==> src/rtl/dca_pkg.sv <==
`timescale 1ns/1ps
package dca_pkg;
    localparam int CNT_W    = 4;
    localparam int CNT_SAT  = 11;
    localparam int MIN_RUN  = 8;
    localparam int TH1_HI   = 8;
    localparam int TH1_LO   = 9;
    localparam int TH2_HI   = 10;
    localparam int TH2_LO   = 11;
    localparam int BACK1    = 9;
    localparam int BACK2    = 11;
    localparam int FLAG_LEN = 8;
    localparam logic [7:0] HDLC_FLAG = 8'b0111_1110;

    typedef enum logic [1:0] {
        ST_IDLE = 2'd0,
        ST_PREF = 2'd1,
        ST_WAIT = 2'd2,
        ST_SEND = 2'd3
    } dca_state_e;

    function automatic logic [CNT_W-1:0] access_thr(input logic cls2,
                                                    input logic hi1,
                                                    input logic hi2);
        if (cls2) return hi2 ? CNT_W'(TH2_HI) : CNT_W'(TH2_LO);
        return hi1 ? CNT_W'(TH1_HI) : CNT_W'(TH1_LO);
    endfunction
endpackage

==> src/rtl/dca_echo_track.sv <==
`timescale 1ns/1ps
module dca_echo_track
    import dca_pkg::*;
(
    input  logic             clk_i,
    input  logic             rst_ni,
    input  logic             slot_i,
    input  logic             echo_i,
    input  logic             drop1_i,
    input  logic             drop2_i,
    output logic [CNT_W-1:0] run_nx_o,
    output logic             hi1_o,
    output logic             hi2_o
);
    typedef struct packed {
        logic [CNT_W-1:0] run;
        logic             hi1;
        logic             hi2;
    } trk_s;

    trk_s trk_d, trk_q;

    always_comb begin
        trk_d = trk_q;
        if (slot_i) begin
            if (!echo_i) begin
                trk_d.run = '0;
            end else if (trk_q.run != CNT_W'(CNT_SAT)) begin
                trk_d.run = trk_q.run + 1'b1;
            end
            if (trk_d.run >= CNT_W'(BACK1)) trk_d.hi1 = 1'b1;
            if (trk_d.run >= CNT_W'(BACK2)) trk_d.hi2 = 1'b1;
        end
        if (drop1_i) trk_d.hi1 = 1'b0;
        if (drop2_i) trk_d.hi2 = 1'b0;
    end

    always_ff @(posedge clk_i or negedge rst_ni) begin
        if (!rst_ni) trk_q <= '{run: '0, hi1: 1'b1, hi2: 1'b1};
        else         trk_q <= trk_d;
    end

    assign run_nx_o = trk_d.run;
    assign hi1_o    = trk_q.hi1;
    assign hi2_o    = trk_q.hi2;

    p_run_sat_r12: assert property (@(posedge clk_i) disable iff (!rst_ni)
        trk_q.run <= CNT_W'(CNT_SAT));
    p_run_clear_r12: assert property (@(posedge clk_i) disable iff (!rst_ni)
        (slot_i && !echo_i) |=> (trk_q.run == '0));
    p_back1_r9: assert property (@(posedge clk_i) disable iff (!rst_ni)
        (slot_i && !drop1_i && trk_q.run >= CNT_W'(BACK1) && echo_i) |=> hi1_o);
endmodule

==> src/rtl/dca_bit_buf.sv <==
`timescale 1ns/1ps
module dca_bit_buf
    import dca_pkg::*;
#(
    parameter int DEPTH = 16
) (
    input  logic                         clk_i,
    input  logic                         rst_ni,
    input  logic                         push_i,
    input  logic                         push_bit_i,
    input  logic                         pop_i,
    input  logic                         flush_i,
    input  logic                         load_flag_i,
    output logic                         head_o,
    output logic                         empty_o,
    output logic                         full_o,
    output logic [$clog2(DEPTH+1)-1:0]   level_o
);
    localparam int CW = $clog2(DEPTH + 1);
    localparam int IW = $clog2(DEPTH);

    typedef struct packed {
        logic [DEPTH-1:0] bits;
        logic [CW-1:0]    cnt;
    } buf_s;

    buf_s buf_d, buf_q;

    always_comb begin
        buf_d = buf_q;
        if (pop_i && buf_d.cnt != '0) begin
            buf_d.bits = buf_d.bits >> 1;
            buf_d.cnt  = buf_d.cnt - 1'b1;
        end
        if (push_i && buf_d.cnt < CW'(DEPTH)) begin
            buf_d.bits[buf_d.cnt[IW-1:0]] = push_bit_i;
            buf_d.cnt = buf_d.cnt + 1'b1;
        end
        if (flush_i) buf_d.cnt = '0;
        if (load_flag_i) begin
            buf_d.bits = '0;
            buf_d.bits[FLAG_LEN-1:0] = HDLC_FLAG;
            buf_d.cnt = CW'(FLAG_LEN);
        end
    end

    always_ff @(posedge clk_i or negedge rst_ni) begin
        if (!rst_ni) buf_q <= '0;
        else         buf_q <= buf_d;
    end

    assign head_o  = buf_q.bits[0];
    assign empty_o = (buf_q.cnt == '0);
    assign full_o  = (buf_q.cnt == CW'(DEPTH));
    assign level_o = buf_q.cnt;

    p_no_overflow_r6: assert property (@(posedge clk_i) disable iff (!rst_ni)
        (push_i && full_o && !flush_i) |-> pop_i);
    p_no_underflow_r6: assert property (@(posedge clk_i) disable iff (!rst_ni)
        pop_i |-> !empty_o);
endmodule

==> src/rtl/dch_access_arbiter.sv <==
`timescale 1ns/1ps
module dch_access_arbiter
    import dca_pkg::*;
#(
    parameter int   DEPTH  = 16,
    parameter logic MASTER = 1'b1
) (
    input  logic clk_i,
    input  logic rst_ni,
    input  logic slot_i,
    input  logic echo_i,
    input  logic req_i,
    input  logic req_cls_i,
    input  logic txd_i,
    output logic fetch_o,
    output logic d_o,
    input  logic acc_on_i,
    input  logic acc_off_i,
    input  logic clr_i,
    output logic con_o,
    output logic eom_o,
    output logic acc_o
);
    localparam int LW = $clog2(DEPTH + 1);

    typedef struct packed {
        dca_state_e st;
        logic       cls;
        logic [7:0] win;
        logic       closed;
        logic       d;
        logic       last;
        logic       con;
        logic       eom;
        logic       acc;
    } ctl_s;

    ctl_s ctl_d, ctl_q;

    logic             push, pop, flush, load, drop1, drop2;
    logic             head, empty, full;
    logic [LW-1:0]    level;
    logic [CNT_W-1:0] run_nx;
    logic             hi1, hi2;
    logic [7:0]       win_in;
    logic             fetch;

    dca_echo_track i_track (
        .clk_i    (clk_i),
        .rst_ni   (rst_ni),
        .slot_i   (slot_i),
        .echo_i   (echo_i),
        .drop1_i  (drop1),
        .drop2_i  (drop2),
        .run_nx_o (run_nx),
        .hi1_o    (hi1),
        .hi2_o    (hi2)
    );

    dca_bit_buf #(.DEPTH(DEPTH)) i_buf (
        .clk_i       (clk_i),
        .rst_ni      (rst_ni),
        .push_i      (push),
        .push_bit_i  (txd_i),
        .pop_i       (pop),
        .flush_i     (flush),
        .load_flag_i (load),
        .head_o      (head),
        .empty_o     (empty),
        .full_o      (full),
        .level_o     (level)
    );

    assign win_in = {ctl_q.win[6:0], txd_i};
    assign fetch  = (ctl_q.st == ST_PREF) ||
                    (ctl_q.st == ST_SEND && !full && !ctl_q.closed);

    always_comb begin
        ctl_d = ctl_q;
        push  = 1'b0;
        pop   = 1'b0;
        flush = 1'b0;
        load  = 1'b0;
        drop1 = 1'b0;
        drop2 = 1'b0;
        if (clr_i) begin
            ctl_d.con = 1'b0;
            ctl_d.eom = 1'b0;
        end
        if (acc_on_i)       ctl_d.acc = 1'b1;
        else if (acc_off_i) ctl_d.acc = 1'b0;
        if (slot_i) ctl_d.d = 1'b1;

        unique case (ctl_q.st)
            ST_IDLE: begin
                if (req_i) begin
                    ctl_d.st     = ST_PREF;
                    ctl_d.cls    = req_cls_i;
                    ctl_d.win    = 8'hFF;
                    ctl_d.closed = 1'b0;
                end
            end
            ST_PREF: begin
                ctl_d.win = win_in;
                if (win_in == HDLC_FLAG) begin
                    load      = 1'b1;
                    ctl_d.win = 8'hFF;
                    ctl_d.st  = ST_WAIT;
                end
            end
            ST_WAIT: begin
                if (slot_i && (!ctl_q.acc ||
                    run_nx >= access_thr(ctl_q.cls, hi1, hi2))) begin
                    pop        = 1'b1;
                    ctl_d.d    = head;
                    ctl_d.last = head;
                    ctl_d.st   = ST_SEND;
                end
            end
            ST_SEND: begin
                if (fetch) begin
                    push      = 1'b1;
                    ctl_d.win = win_in;
                    if (win_in == HDLC_FLAG) ctl_d.closed = 1'b1;
                end
                if (slot_i) begin
                    if (ctl_q.acc && (echo_i != ctl_q.last)) begin
                        flush     = 1'b1;
                        ctl_d.d   = 1'b1;
                        ctl_d.con = 1'b1;
                        ctl_d.st  = ST_IDLE;
                    end else if (empty) begin
                        ctl_d.d    = 1'b1;
                        ctl_d.last = 1'b1;
                        if (ctl_q.closed) begin
                            ctl_d.eom = 1'b1;
                            ctl_d.st  = ST_IDLE;
                            drop1     = ctl_q.acc && !ctl_q.cls;
                            drop2     = ctl_q.acc &&  ctl_q.cls;
                        end
                    end else begin
                        pop        = 1'b1;
                        ctl_d.d    = head;
                        ctl_d.last = head;
                    end
                end
            end
            default: ctl_d.st = ST_IDLE;
        endcase
    end

    always_ff @(posedge clk_i or negedge rst_ni) begin
        if (!rst_ni) begin
            ctl_q <= '{st: ST_IDLE, cls: 1'b0, win: 8'hFF, closed: 1'b0,
                       d: 1'b1, last: 1'b1, con: 1'b0, eom: 1'b0, acc: MASTER};
        end else begin
            ctl_q <= ctl_d;
        end
    end

    assign fetch_o = fetch;
    assign d_o     = ctl_q.d;
    assign con_o   = ctl_q.con;
    assign eom_o   = ctl_q.eom;
    assign acc_o   = ctl_q.acc;

    p_idle_ones_r1: assert property (@(posedge clk_i) disable iff (!rst_ni)
        (ctl_q.st == ST_IDLE || ctl_q.st == ST_PREF) |-> d_o);
    p_flag_held_r2: assert property (@(posedge clk_i) disable iff (!rst_ni)
        (ctl_q.st == ST_WAIT) |-> (level == LW'(FLAG_LEN) && !fetch_o));
    p_min_run_r3: assert property (@(posedge clk_i) disable iff (!rst_ni)
        (ctl_q.st == ST_WAIT && ctl_d.st == ST_SEND && ctl_q.acc)
        |-> (run_nx >= CNT_W'(MIN_RUN)));
    p_lead_zero_r6: assert property (@(posedge clk_i) disable iff (!rst_ni)
        (ctl_q.st == ST_WAIT && ctl_d.st == ST_SEND) |=> !d_o);
    p_abort_quiet_r7: assert property (@(posedge clk_i) disable iff (!rst_ni)
        $rose(con_o) |-> (d_o && !fetch_o));
    p_eom_idle_r8: assert property (@(posedge clk_i) disable iff (!rst_ni)
        $rose(eom_o) |-> (d_o && ctl_q.st != ST_SEND));
endmodule

==> config.mk <==
export PLATFORM = sky130hd
export DESIGN_NAME = dch_access_arbiter
export DESIGN_NICKNAME = d
export VERILOG_FILES = /design/src/rtl/dca_pkg.sv /design/src/rtl/dca_echo_track.sv /design/src/rtl/dca_bit_buf.sv /design/src/rtl/dch_access_arbiter.sv
export SDC_FILE = /design/constraint.sdc
export NUM_CORES = 1
export LEC_CHECK = 0
export CAP_MARGIN = 30
export CORE_AREA = 10 10 91 93
export DETAILED_ROUTE_END_ITERATION = 8
export DIE_AREA = 0 0 101 103
export DONT_BUFFER_PORTS = 1
export GPL_TIMING_DRIVEN = 0
export PLACE_DENSITY_LB_ADDON = 0.25
export SKIP_CTS_REPAIR_TIMING = 1
export SYNTH_ARGS = -nofsm -noshare
export SYNTH_HDL_FRONTEND = slang
export SYNTH_SLANG_ARGS = --single-unit
==> constraint.sdc <==
create_clock -name clk_i -period 5.9 [get_ports clk_i]
set_input_delay 1.18 -clock clk_i [delete_from_list [all_inputs] [get_ports clk_i]]
set_output_delay 1.18 -clock clk_i [all_outputs]
set_load 0.05 [all_outputs]
==> results by stage <==
Placement:
- The placed wire-length estimate is ~4700 µm.
- After detailed placement, the total cell area comes to between 0.002 and 0.003 mm².
- At the end of routability-driven placement, the weighted congestion stood at around 0.84.
- The number of cells after detailed placement is between 300 and 400.
- Port buffering added 0 buffers.

Routing:
- The first detailed-routing pass took 5 iterations.
- The total detailed-routing wirelength is 6350 µm.
- After detailed routing, the number of vias per cell comes to about 5.9.
- The average wire per standard cell is 15.9 µm.
- The count of antenna-violating nets left after detailed routing is 0.
- In this run, the number of DRC markers left after iteration 0 of detailed routing was around 150.
- For this run, design rule violations remaining after detail routing come to 0.
- The detailed router placed 2334 vias in this run.

Global routing:
- Global routing consumed, over all layers together, about 13% of the routing resources.
- The largest net degree at the start of global routing is 44.
- The number of antenna violations at the first check in global routing was 0.
- The first global-routing pass estimated roughly 11000 µm of wire.
- The total grt overflow is 0.
- The number of global-route vias before repair is about 2300.

Timing:
- The final hold violation count is 0.
- The setup skew after layout is roughly 0.0055 ns.
- Setup repair after global routing left no endpoint under its margin.
- The routed design could run at a clock period as short as between 4 and 5 ns.
- Measured against its own limit, the worst slew margin works out to 49.4%.
- The total of endpoints with negative setup slack in the final report is 0.
- The count of final max-slew check failures is 0.
- For the final routed database, the setup TNS stands at 0 ns.
- The worst-margin pin slew is between 0.7 and 0.8 ns.
- After layout, the worst path uses 69.2% of the clock period.
- The highest attainable clock frequency is about 250 MHz.

Worst setup path:
- The critical path is of the in -> reg type.
- The register-to-register setup slack is approximately 2.0 ns.
- For the worst flop-to-flop path, the logic depth is 14.
- The stage delay of the slowest cell on the critical path is 0.35 ns.
- The worst setup path is launched from an input pin.
- The critical path goes through buf_2 > nand3_1 > o21ai_0 > nand2_1 > o21ai_0 > inv_1 > ha_1 > nand2b_1 > a21o_1 > o221a_2 > o21ai_0 > buf_2 > buf_2 > mux2i_1 > nor2_1 > mux2_2.
- The critical path's slowest cell is sky130_fd_sc_hd__buf_2.
- The worst reg2reg path endpoint is i_buf.buf_q[13].
- The required time at the worst-slack endpoint is 6.08 ns.
- The worst reg2reg path startpoint is i_track.trk_q[2].
- The worst setup path is captured at a flop.
- For the worst setup path, the data arrival time is around 4.3 ns.
- The peak fanout along the critical path is 10.

Synth:
- A synthesized cell averages 9.22 µm².
- The cell count after synthesis came out at 310.
- The fraction of synthesis flops using an asynchronous set or reset pin is 100%.
- The number of synthesized flops with an enable pin is 0.
- Of all cell types, the one taking the most synthesized area is sky130_fd_sc_hd__dfrtp_1.
- The number of storage elements in the synthesis netlist is between 40 and 50.
- Counting distinct cell types in the post-synthesis netlist gives 59.
- After synthesis, flip-flops and latches occupy a little under two fifths of the total area.
- The number of nets produced by synthesis is approximately 330.
- By area the synthesized netlist is led by sky130_fd_sc_hd__dfrtp_1 27%, sky130_fd_sc_hd__dfstp_2 11%, sky130_fd_sc_hd__mux2i_1 7.4%, sky130_fd_sc_hd__mux2_2 4.7%, sky130_fd_sc_hd__o21ai_0 3.9%.
- The mapped cell area is about 0.0029 mm².
- The area share of the leading cell type in the synthesized netlist is between 20% and 30%.
- For this run, the number of Yosys warnings is 0.
- The most used flip-flop cell after synthesis is sky130_fd_sc_hd__dfrtp_1.

Clock network:
- The CTS H-tree depth is 2.
- The clock-pin slew on the worst setup and hold paths is 0.08 ns.
- The clock passes through at most 2 buffers.
- The number of clock buffers added by TritonCTS is 5.
- The clock latency at the later pin of the worst-skew pair is 0.30 ns.
- The clock root buffer is sky130_fd_sc_hd__clkbuf_8.
- The count of clock tree sinks is 43.
- The clock tree from TritonCTS is built.

Final layout:
- The number of antenna repair diodes is 0.
- The proportion of layout cells with a drive suffix above 1 is between 10% and 20%.
- The finished cells cover about 0.003 mm².
- The number of cells in the finished layout apart from fillers is just under 400.
- At the end of the flow, the number of nets in the layout was approximately 340.
- From synthesis to final layout, the design area changed by 7.22%.

Floorplanning:
- The overall die width is about 100 µm.
- The die covers roughly 0.010 mm².
- The y dimension of the die is ~100 µm.
- For this configuration, the core starts out at a cell density of 43.5%.
- The number of cell rows is 30.
- The count of pins on the block boundary is 15.
- The floorplan step defined a core boundary enclosing between 0.006 and 0.007 mm².

Hold path:
- The endpoint of the worst hold-timing path is i_track.hi1_o.
- The tightest min-delay check is of the reg -> reg type.
- The start point of the worst min-delay path is i_track.hi1_o.
- The worst hold path was traced through 2 stages.

Run status:
- The flow ran to the end, and the final reports show no timing, DRC or antenna violations.

Flow run:
- The tool flagged a number of max-cap violations equal to 0.

Power and ir drop:
- The analysis attributes to cell leakage a power of ~1.4 nW.
- IR analysis of the VDD net gives a maximum drop of 0.212 mV.
- The total chip power is about 1.5 mW.
- Power spread over the standard cell area amounts to about 480 mW/mm².
layer usage:
layer	global-route usage, %	vias up	part of all wire [%]
met5	0	-	0
met4	4.29	0	1.9
met3	2.28	12	4.3
met2	21.6	51	48
met1	16.3	1114	46
li1	-	1157	-
placed cells by master (no fill, tap or decap), types with 7 or more instances in the layout:
cell type,instances
sky130_fd_sc_hd__dfstp_2,12
sky130_fd_sc_hd__ha_1,8
sky130_fd_sc_hd__a31oi_1,11
sky130_fd_sc_hd__inv_1,17
sky130_fd_sc_hd__o21ai_0,22
sky130_fd_sc_hd__mux2i_1,21
sky130_fd_sc_hd__a21oi_1,18
sky130_fd_sc_hd__clkbuf_1,11
sky130_fd_sc_hd__nand2_1,25
sky130_fd_sc_hd__mux2_2,12
sky130_fd_sc_hd__dfrtp_1,31
sky130_fd_sc_hd__nand3_1,7
sky130_fd_sc_hd__nor2_1,27
final cells by class:
class	instances	area [µm²]
well taps	80	100
multi-input cells	235	1640
flip-flops and latches	43	1090
inverters	18	67.6
clock inverters	1	30.0
fillers	638	3500
clock buffers	7	76.3
plain buffers	14	57.6
logic make-up (layout without fill, tap and decap cells):
group	Yosys count	in the layout	synth area share (%)
AO/OA/AOI/OAI	88	88	21.7
XOR/XNOR	3	3	0.920
adder cells (fa/ha/maj)	8	8	3.50
buffers and inverters	32	40	4.38
flip-flops	43	43	38.2
multiplexers	34	34	12.6
AND/OR/NAND/NOR	102	102	18.7
critical path: cells and delay by family:
family                   cells  cell delay, ns
AO/OA/AOI/OAI                5            0.99
adder cells (fa/ha/maj)      1            0.28
buffers and inverters        4            0.95
multiplexers                 2            0.51
AND/OR/NAND/NOR              4            0.35
how the worst max path moves through the flow:
stage	startpoint	endpoint	slack [ns]
floorplan	slot_i	i_buf.buf_q[13]	1.99
global placement	slot_i	i_buf.buf_q[15]	1.49
detailed placement	slot_i	i_buf.buf_q[13]	1.51
CTS	slot_i	i_buf.buf_q[13]	1.82
global route	slot_i	i_buf.buf_q[13]	1.61
finish	slot_i	i_buf.buf_q[13]	1.82
flip-flops by register name, indices dropped and copies added, names as in the netlist:
name and flops:
i_buf.buf_q 15, i_buf.head_o 1, i_track.hi2_o 1, ctl_q 12, d_o 1, i_track.hi1_o 1, acc_o 1, i_track.trk_q 4
eom_o 1, i_buf.level_o 5, con_o 1
where the power goes:
group          internal [mW]  total [mW]  switching (mW)
Sequential             0.429       0.533           0.104
Combinational          0.295       0.703           0.408
Clock                  0.127       0.226          0.0990
Total                  0.850        1.46           0.611
cell usage after synthesis, types with 5 or more instances:
| cell | count |
|---|---|
| sky130_fd_sc_hd__dfrtp_1 | 31 |
| sky130_fd_sc_hd__nor2_1 | 27 |
| sky130_fd_sc_hd__nand2_1 | 25 |
| sky130_fd_sc_hd__o21ai_0 | 22 |
| sky130_fd_sc_hd__mux2i_1 | 21 |
| sky130_fd_sc_hd__a21oi_1 | 18 |
| sky130_fd_sc_hd__inv_1 | 17 |
| sky130_fd_sc_hd__dfstp_2 | 12 |
| sky130_fd_sc_hd__mux2_2 | 12 |
| sky130_fd_sc_hd__a31oi_1 | 11 |
| sky130_fd_sc_hd__clkbuf_1 | 9 |
| sky130_fd_sc_hd__ha_1 | 8 |
| sky130_fd_sc_hd__nand3_1 | 7 |
| sky130_fd_sc_hd__a211oi_1 | 6 |
| sky130_fd_sc_hd__and2_1 | 6 |
| sky130_fd_sc_hd__nand3b_1 | 5 |
through the flow:
stage                     hold slack (ns)  setup WS, ns  util (%)
after floorplan                     0.439          1.99         -
after global placement              0.452          1.49      45.0
after detailed placement            0.460          1.51      45.0
after CTS                           0.473          1.82      46.6
after global routing                0.503          1.61      46.6
final                               0.469          1.82      46.6
(Power assumes the default switching activity.)
